$ cat src/rtl/trd_pkg.sv
package trd_pkg;
  localparam logic [15:0] VENDOR_ID    = 16'h1E98;
  localparam logic [7:0]  OBJ_TYPE     = 8'd2;
  localparam logic [7:0]  RSP_CODE     = 8'd0;
  localparam logic [7:0]  TABLE_KIND   = 8'd0;
  localparam logic [15:0] END_HANDLE   = 16'hFFFF;
  localparam int          RSP_HDR_DW   = 3;
  localparam int          REQ_MIN_DW   = 3;

  typedef enum logic [2:0] {
    S_IDLE, S_IDX, S_IWAIT, S_HDR, S_DATA
  } trd_state_e;

  function automatic logic [31:0] hdr_dword0();
    return {8'h00, OBJ_TYPE, VENDOR_ID};
  endfunction

  // header is 12 bytes; total rounded up to dwords
  function automatic logic [17:0] rsp_len_dw(input logic [31:0] nbytes);
    logic [31:0] t;
    t = (nbytes + 32'd15) >> 2;
    return t[17:0];
  endfunction

  function automatic logic [15:0] chain_next(input logic [15:0] h,
                                             input logic [15:0] cnt);
    if ((32'(h) + 32'd1) >= 32'(cnt)) return END_HANDLE;
    return h + 16'd1;
  endfunction
endpackage

$ cat src/rtl/trd_hdr_gen.sv
module trd_hdr_gen
  import trd_pkg::*;
#(
  parameter int LEN_W = 10
) (
  input  logic [1:0]       sel,
  input  logic [LEN_W-1:0] nbytes,
  input  logic [15:0]      nxt,
  output logic [31:0]      dword
);
  always_comb begin
    case (sel)
      2'd0:    dword = hdr_dword0();
      2'd1:    dword = {14'h0, rsp_len_dw(32'(nbytes))};
      default: dword = {nxt, TABLE_KIND, RSP_CODE};
    endcase
  end
endmodule

$ cat src/rtl/trd_byte_reader.sv
module trd_byte_reader #(
  parameter int DAT_AW  = 10,
  parameter int LEN_W   = 10,
  parameter int MBOX_AW = 9
) (
  input  logic               clk,
  input  logic               rst_n,
  input  logic               start,
  input  logic [DAT_AW-1:0]  base,
  input  logic [LEN_W-1:0]   nbytes,
  output logic               rd_en,
  output logic [DAT_AW-1:0]  rd_addr,
  input  logic [7:0]         rd_data,
  output logic               word_we,
  output logic               word_last,
  output logic [MBOX_AW-1:0] word_idx,
  output logic [31:0]        word_data
);
  logic             active;
  logic             pend;
  logic [LEN_W-1:0] rd_cnt;
  logic [LEN_W-1:0] cap_cnt;
  logic [31:0]      acc;
  logic [1:0]       lane;
  logic             issue;
  logic [31:0]      merged;

  assign issue     = active && (rd_cnt < nbytes);
  assign rd_en     = issue;
  assign rd_addr   = base + DAT_AW'(rd_cnt);
  assign lane      = cap_cnt[1:0];
  assign merged    = acc | ({24'h0, rd_data} << {lane, 3'b000});
  assign word_last = pend && (cap_cnt == nbytes - 1'b1);
  assign word_we   = pend && ((lane == 2'd3) || word_last);
  assign word_data = merged;
  assign word_idx  = MBOX_AW'(cap_cnt >> 2);

  always_ff @(posedge clk) begin
    if (!rst_n) begin
      active  <= 1'b0;
      pend    <= 1'b0;
      rd_cnt  <= '0;
      cap_cnt <= '0;
      acc     <= '0;
    end else if (start) begin
      active  <= 1'b1;
      pend    <= 1'b0;
      rd_cnt  <= '0;
      cap_cnt <= '0;
      acc     <= '0;
    end else begin
      pend <= issue;
      if (issue) rd_cnt <= rd_cnt + 1'b1;
      if (pend) begin
        cap_cnt <= cap_cnt + 1'b1;
        acc     <= word_we ? 32'h0 : merged;
        if (word_last) active <= 1'b0;
      end
    end
  end
endmodule

$ cat src/rtl/table_read_responder.sv
module table_read_responder
  import trd_pkg::*;
#(
  parameter int IDX_AW  = 4,
  parameter int DAT_AW  = 10,
  parameter int LEN_W   = 10,
  parameter int MBOX_AW = 9
) (
  input  logic                    clk,
  input  logic                    rst_n,
  input  logic                    req_valid,
  input  logic [17:0]             req_obj_len,
  input  logic [15:0]             req_handle,
  input  logic [15:0]             entry_count,
  output logic                    idx_rd_en,
  output logic [IDX_AW-1:0]       idx_addr,
  input  logic [LEN_W+DAT_AW-1:0] idx_rdata,
  output logic                    dat_rd_en,
  output logic [DAT_AW-1:0]       dat_addr,
  input  logic [7:0]              dat_rdata,
  output logic                    mbox_we,
  output logic [MBOX_AW-1:0]      mbox_addr,
  output logic [31:0]             mbox_wdata,
  output logic                    busy,
  output logic                    bad_handle
);
  trd_state_e        state;
  logic [IDX_AW-1:0] handle_q;
  logic [15:0]       nxt_q;
  logic [LEN_W-1:0]  len_q;
  logic [DAT_AW-1:0] base_q;
  logic [1:0]        hcnt;
  logic              bad_q;

  // named internal events
  logic accept_w, short_w, range_ok_w, go_w, hdr_done_w, data_start_w;
  logic word_we, word_last;
  logic [MBOX_AW-1:0] word_idx;
  logic [31:0] word_data, hdr_dword;

  assign accept_w     = req_valid && (state == S_IDLE);
  assign short_w      = req_obj_len < 18'(REQ_MIN_DW);
  assign range_ok_w   = req_handle < entry_count;
  assign go_w         = accept_w && !short_w && range_ok_w;
  assign hdr_done_w   = (state == S_HDR) && (hcnt == 2'd2);
  assign data_start_w = hdr_done_w && (len_q != '0);

  always_ff @(posedge clk) begin
    if (!rst_n) begin
      state    <= S_IDLE;
      handle_q <= '0;
      nxt_q    <= '0;
      len_q    <= '0;
      base_q   <= '0;
      hcnt     <= '0;
      bad_q    <= 1'b0;
    end else begin
      bad_q <= accept_w && !short_w && !range_ok_w;
      case (state)
        S_IDLE: if (go_w) begin
          handle_q <= req_handle[IDX_AW-1:0];
          nxt_q    <= chain_next(req_handle, entry_count);
          state    <= S_IDX;
        end
        S_IDX:   state <= S_IWAIT;
        S_IWAIT: begin
          len_q  <= idx_rdata[LEN_W+DAT_AW-1:DAT_AW];
          base_q <= idx_rdata[DAT_AW-1:0];
          hcnt   <= '0;
          state  <= S_HDR;
        end
        S_HDR: begin
          hcnt <= hcnt + 1'b1;
          if (hdr_done_w) state <= (len_q == '0) ? S_IDLE : S_DATA;
        end
        S_DATA: if (word_we && word_last) state <= S_IDLE;
        default: state <= S_IDLE;
      endcase
    end
  end

  trd_hdr_gen #(.LEN_W(LEN_W)) u_hdr (
    .sel(hcnt), .nbytes(len_q), .nxt(nxt_q), .dword(hdr_dword)
  );

  trd_byte_reader #(.DAT_AW(DAT_AW), .LEN_W(LEN_W), .MBOX_AW(MBOX_AW)) u_rdr (
    .clk(clk), .rst_n(rst_n), .start(data_start_w), .base(base_q),
    .nbytes(len_q), .rd_en(dat_rd_en), .rd_addr(dat_addr), .rd_data(dat_rdata),
    .word_we(word_we), .word_last(word_last), .word_idx(word_idx),
    .word_data(word_data)
  );

  assign idx_rd_en  = (state == S_IDX);
  assign idx_addr   = handle_q;
  assign mbox_we    = (state == S_HDR) || ((state == S_DATA) && word_we);
  assign mbox_addr  = (state == S_HDR) ? MBOX_AW'(hcnt)
                                       : MBOX_AW'(RSP_HDR_DW) + word_idx;
  assign mbox_wdata = (state == S_HDR) ? hdr_dword : word_data;
  assign busy       = (state != S_IDLE);
  assign bad_handle = bad_q;
endmodule

$ cat config.mk
export PLATFORM = sky130hd
export DESIGN_NAME = table_read_responder
export DESIGN_NICKNAME = d
export VERILOG_FILES = /design/src/rtl/trd_pkg.sv /design/src/rtl/trd_hdr_gen.sv /design/src/rtl/trd_byte_reader.sv /design/src/rtl/table_read_responder.sv
export SDC_FILE = /design/constraint.sdc
export NUM_CORES = 1
export LEC_CHECK = 0
export ABC_AREA = 1
export CORE_ASPECT_RATIO = 0.8
export CORE_UTILIZATION = 25
export CTS_BUF_LIST = sky130_fd_sc_hd__clkbuf_4 sky130_fd_sc_hd__clkbuf_8
export CTS_CLUSTER_DIAMETER = 60
export CTS_CLUSTER_SIZE = 10
export DETAILED_ROUTE_END_ITERATION = 10
export SLEW_MARGIN = 10
export SYNTH_ARGS = -nofsm -noshare
export SYNTH_HDL_FRONTEND = slang
export SYNTH_SLANG_ARGS = --single-unit
$ cat constraint.sdc
create_clock -name clk -period 8.6 [get_ports clk]
set_input_delay 1.72 -clock clk [delete_from_list [all_inputs] [get_ports clk]]
set_output_delay 1.72 -clock clk [all_outputs]
set_load 0.005 [all_outputs]
# [After elaboration in Yosys (flattened, before gate mapping)]
# Cells that the tools add are included.
# W data, S select, Z words.
[classes] n_addsub=9 order_cmp=4 eq_ne=11 shifts=1 n_mux=19 bitwise=2 reduce_logical=27
[ops] cell="$mux W32" count=2
[ops] cell="$pmux W32 S2" count=1
[ops] cell="$mux W16" count=2
[ops] cell="$or A32 B32 Y32" count=1
[ops] cell="$shl A8 B5 Y32" count=1
[ops] cell="$add A10 B1 Y10 const B" count=2
[ops] cell="$lt A18 B2 Y1 const B" count=1
[ops] cell="$add A16 B1 Y17 const B" count=1
[ops] cell="$ge A17 B16 Y1" count=1
[ops] cell="$add A16 B1 Y16 const B" count=1
[ops] cell="$lt A16 B16 Y1" count=1
[ops] cell="$pmux W3 S5" count=1
[ops] cell="$mux W3" count=4
[ops] cell="$add A10 B4 Y11 const B" count=1
[ops] cell="$logic_and A1 B1 Y1" count=11
[ops] cell="$add A10 B10 Y10" count=1
[ops] cell="$eq A10 B10 Y1" count=1
[ops] cell="$logic_not A10 Y1" count=1
[ops] cell="$lt A10 B10 Y1" count=1
[ops] cell="$reduce_bool A10 Y1" count=1
[ops] cell="$sub A10 B1 Y10 const B" count=1
[ops] cell="$add A2 B8 Y9 const A" count=1
[ops] cell="$mux W9" count=1
[ops] cell="$mux W1" count=7
[ops] cell="18 further kinds" count=27
[word_totals] ff_bits=100 inputBits=81 wordCells=85

# [Depth between registers and ports, before layout]
[depth] depth_word=8 mapped_depth=19 ltp_nobuf=18

# [Cells and area by module]
# From an unflattened synthesis, not the netlist that was laid out.
[hier_totals] hier_cells=1168 hier_area_um2=7518.5
[by_module_without_submodules] module="table_read_responder" n_inst=1 cells_each=613 area_each_um2=3701.0
[by_module_without_submodules] module="trd_byte_reader" n_inst=1 cells_each=470 area_each_um2=3427.0
[by_module_without_submodules] module="trd_hdr_gen" n_inst=1 cells_each=85 area_each_um2=390.4

# [Worst setup path after synthesis]
# OpenSTA, ideal clock, no wires.
[synth_timing] kind="input to register" startpoint="in req_handle[0]" endpoint="reg nxt_q[12]" setup_time_ns=0.117 arrival_time_ns=3.946 t_required_ns=8.483 path_slack_ns=4.537 stages=18 n_path_buf=1 path_cell_list="ha_1 nand3_2 nor2_4 inv_1 or2_1 nor3_1 xor2_1 inv_1 ha_1 a21oi_1 o21ai_0 nand4_1 nand3_2 nor2_4 nand3b_4 buf_6 nor2_2 nor2_1"
[synth_between] elab_chain_len=7 word_cells_on_any_way=11 classes_between="add/sub: 2; order compare: 2; mux: 5; reduce/logical: 2"
[synth_lines] item="start, declared" line="table_read_responder.sv:13" text="input logic [15:0] req_handle,"
[synth_lines] item="$add A16 B1 Y17" line="trd_pkg.sv:27" text="if ((32'(h) + 32'd1) >= 32'(cnt)) return END_HANDLE;"
[synth_lines] item="$ge A17 B16 Y1" line="trd_pkg.sv:27"
[synth_lines] item="$mux W1" line="trd_pkg.sv:27"
[synth_lines] item="$mux W1" line="table_read_responder.sv:60" text="S_IDLE: if (go_w) begin"
[synth_lines] item="$mux W1" line="table_read_responder.sv:59" text="case (state)"
[synth_lines] item="$mux W1" line="table_read_responder.sv:49" text="if (!rst_n) begin"
[synth_lines] item="$mux W16" line="trd_pkg.sv:28" text="return h + 16'd1;"
[synth_lines] item="end signal, assigned" line="table_read_responder.sv:62" text="nxt_q <= chain_next(req_handle, entry_count);"
[synth_lines] item="end, declared" line="table_read_responder.sv:29" text="logic [15:0] nxt_q;"
# Several ways; a longest one is shown, not always the timed one. The select of a mux whose other input is x is not followed.
# A chain may end at the register's enable or synchronous reset.

# [Worst setup path after layout]
[layout_timing] startpoint="reg state[0]" endpoint="out mbox_wdata[4]"
[layout_between] elab_chain_len=2
[layout_lines] item="start, declared" line="table_read_responder.sv:27" text="trd_state_e state;"
[layout_lines] item="start signal, assigned" line="table_read_responder.sv:74" text="if (hdr_done_w) state <= (len_q == '0) ? S_IDLE : S_DATA;"
[layout_lines] item="$eq A3 B2 Y1" line="table_read_responder.sv:98" text="assign mbox_wdata = (state == S_HDR) ? hdr_dword : word_data;"
[layout_lines] item="$mux W32" line="table_read_responder.sv:98"
[layout_lines] item="end, declared" line="table_read_responder.sv:23" text="output logic [31:0] mbox_wdata,"
# Every way passes these cells.

==> flow_summary.toml <==
[global_routing]
grt_pass1_vias = 6691
grt.total_usage_pct = 15.67
grt_max_degree = 40
antenna_found_initial = 0
grt_overflow_total = 0
grt_pass1_wl_um = 35390

[power_and_ir_drop]
vdd_ir_drop_max_mv = 0.07435
p_sw_w = 0.0006505
p_comb_share_pct = 43.9
sw_frac_of_total_pct = 41.60
total_power_w = 0.001564
p_int_w = 0.0009133
leakagePower_nw = 3.601
clockPowerShare_pct = 18.8
seq_power_share_pct = 37.4
p_per_area_nw_per_um2 = 177.9

[worst_setup_path]
worstPathArrival_ns = 3.56
path_class = "reg2out"
worstReg2RegStart = "len_q[0]"
cp-start-kind = "flop"
cp_max_fo = 34
startpoint = "state[0]"
r2r-end = "u_rdr.acc[15]"
r2r_slack_ns = 5.51
cp.required_ns = 6.88
cp-endpoint = "mbox_wdata[4]"
reg2reg_depth = 10
end_kind = "primary output"

[sta]
slew_violations = 0
hold_viol_final = 0
period_share_pct = 61.37
fin_skew_ns = 0.01737
setup_viol = 0
tns_ns = 0
worst_slew_pin_slew_ns = 0.9621
relSlewSlack_pct = 35.79
fmax_mhz = 189.5
setup_slack_ns = 3.322
fin_crit_ns = 5.278
rsz0062_at_grt = "no"
timing.hold.ws_ns = 0.4473

[clock_network]
cts_hold_buffers = 0
cts.sinks = 100
post-cts-setup-buffer-count = 0
clockBufferDepth = 2
cts.clk_slew.worst_paths_ns = 0.10
cts_tree = "yes"
cts_resized = 0
h-tree-depth = 3
cts_buffers = 9
clock_latency_ns = 0.39
cts_root_buf = "clkbuf_8"

[synthesis]
ys_seq_area_share_pct = 29.00
syn-num-nets = 1171
synthFlopType = "dfxtp_1"
synthMuxAreaShare_pct = 0
ys_types = 47
ys_ff_latch = 100
synthArstFlopShare_pct = 0
synth_simple_gate_area_share_pct = 31.18
synthXorXnorAreaFrac_pct = 3.553
postSynthCellCount = 1030
synthAdderAreaFrac_pct = 10.98
synth_top_family_by_area = "simple AND/OR/NAND/NOR gates"
synth_compound_area_share_pct = 16.02
synth_edf_count = 0
avgSynthCellArea_um2 = 6.702
syn-cell-area_um2 = 6903
yosys_warnings = 0

[place]
post-place-ws_ns = 3.391
dp_hpwl_um = 16860
gp_congestion = 0.8670
io_buffers = 140

[cells_and_area]
finalCoreUtilization_pct = 32.28
area_growth_pct = 27.32
drive_above_1_share_pct = 5.464
fin_nets = 1290
n_antenna_cell = 0

[route]
drcViolationCount = 0
drtIter0Drc = 483
vias = 7070
routed_via_density = 4.661
wl_met2_um = 8713
drtPass1Iterations = 5
dr.max_layer_used = "met4"
met1_length_um = 11690
wl_met3_um = 1339
avgRoutedWirePerCell_um = 14.54
wl_um = 22060
ant_nets = 0

[outcome]
status = "complete, no violations"

[die]
core-area_um2 = 27230
start_util_pct = 25.35
pin_count = 141
core.rowCount = 54
fp.dieH_um = 150.6
dieWidth_um = 187.8
die-area_um2 = 28280

[run]
drv_cap = 0

[hold_path]
hold_class = "reg2reg"
## per-stage QoR
step | instances | instance area [um^2]
2_1_floorplan | 1030 | 6903
3_3_place_gp | 1502 | 8616
3_5_place_dp | 1502 | 8616
4_1_cts | 1517 | 8788
5_1_grt | 1517 | 8788
6_report | 1517 | 8788
## critical path: stages, from the launching register on
cell             delay (ns)
dfxtp_1                0.36
inv_1                  0.09
nor3_4                 0.16
buf_4                  0.36
inv_1                  0.52
nor2_2                 0.42
inv_1                  0.17
o311ai_1               0.49
clkdlybuf4s50_1        0.60
## power groups by stage
stage               Clock, W  Sequential, W  Combinational, W
CTS                 0.000305       0.000583          0.000686
finish              0.000293       0.000584          0.000686
detailed placement         0       0.000593          0.000681
global route        0.000322       0.000591          0.000779
global placement           0       0.000593          0.000676
floorplan                  0       0.000569          0.000449
## cells by family (layout without fill, tap and decap cells)
group	count (synthesis)	after routing
buffers and inverters	159	282
XOR/XNOR	28	28
AO/OA/AOI/OAI	212	212
AND/OR/NAND/NOR	471	471
flip-flops	100	100
adder cells (fa/ha/maj)	60	60
## sequential cells by signal (all words and copies together) (netlist names)
signal and cells:
u_rdr.cap_cnt 10, u_rdr.pend 1, base_q 10, nxt_q 16, idx_addr 4, u_rdr.acc 32
hcnt 2, u_rdr.active 1, u_rdr.rd_cnt 10, len_q 10, state 3, bad_handle 1
## area by class of cell
type                            count  area [um^2]
Timing Repair Buffer              145         1439
Tap cell                          364        455.4
Fill cell                        2913        18440
Inverter                          122        457.9
Sequential cell                   100         2002
Multi-Input combinational cell    771         4262
Clock buffer                       11        138.9
Clock inverter                      4        33.78
## cell usage in the layout, fill, tap and decap left out, types with 6 or more instances in the layout
cell,instances
nor2_2,14
clkdlybuf4s50_1,140
a31oi_1,7
nor2_1,139
ha_1,59
nand3_1,51
nand2_1,172
dfxtp_1,100
nor3_1,35
clkbuf_8,9
inv_1,113
nand4_1,22
a21oi_1,102
o21ai_0,91
xor2_1,25
nand3_2,6
or2_2,8
## worst min-delay path by stage
stage,slack (ns),from,cells after the start,to
2_1_floorplan,0.42,u_rdr.acc[16],2,u_rdr.acc[16]
6_report,0.45,u_rdr.acc[23],2,u_rdr.acc[23]
3_3_place_gp,0.43,u_rdr.acc[21],2,u_rdr.acc[21]
3_5_place_dp,0.43,u_rdr.acc[23],2,u_rdr.acc[23]
4_1_cts,0.45,u_rdr.acc[20],2,u_rdr.acc[20]
5_1_grt,0.46,u_rdr.acc[20],2,u_rdr.acc[20]
## cell usage after synthesis, types with 2 or more instances
library cell  count  share of area (%)
or2_1             2               0.18
clkbuf_1         20                1.1
nor2_2           14                1.3
buf_2             7               0.51
dfxtp_1         100                 29
buf_1             4               0.22
xnor2_1           3               0.38
or2_2             8               0.73
nor4_1            5               0.45
a21oi_1         102                7.4
clkinv_1          4               0.22
buf_4             3               0.33
nand3b_1          3               0.33
a31oi_1           7               0.63
nor3b_1           3               0.33
nand3_1          51                3.7
o21a_1            2               0.22
buf_6             3               0.49
a32o_1            2               0.29
nor2_1          139                7.6
inv_2             5               0.27
nor2_4            3               0.49
xor2_1           25                3.2
nand3_2           6               0.87
o21ai_0          91                6.6
nor3_1           35                2.5
nand2_1         172                9.4
inv_1           113                6.1
ha_1             59                 11
nand4_1          22                2.0
## routing by layer
layer / global-route usage (%) / vias to the layer above
li1: - / 3651
met1: 23.47 / 3167
met2: 22.80 / 231
met3: 2.890 / 21
met4: 3.659 / 0
met5: 0 / -
Note: power is estimated with default switching activity, not from simulation.
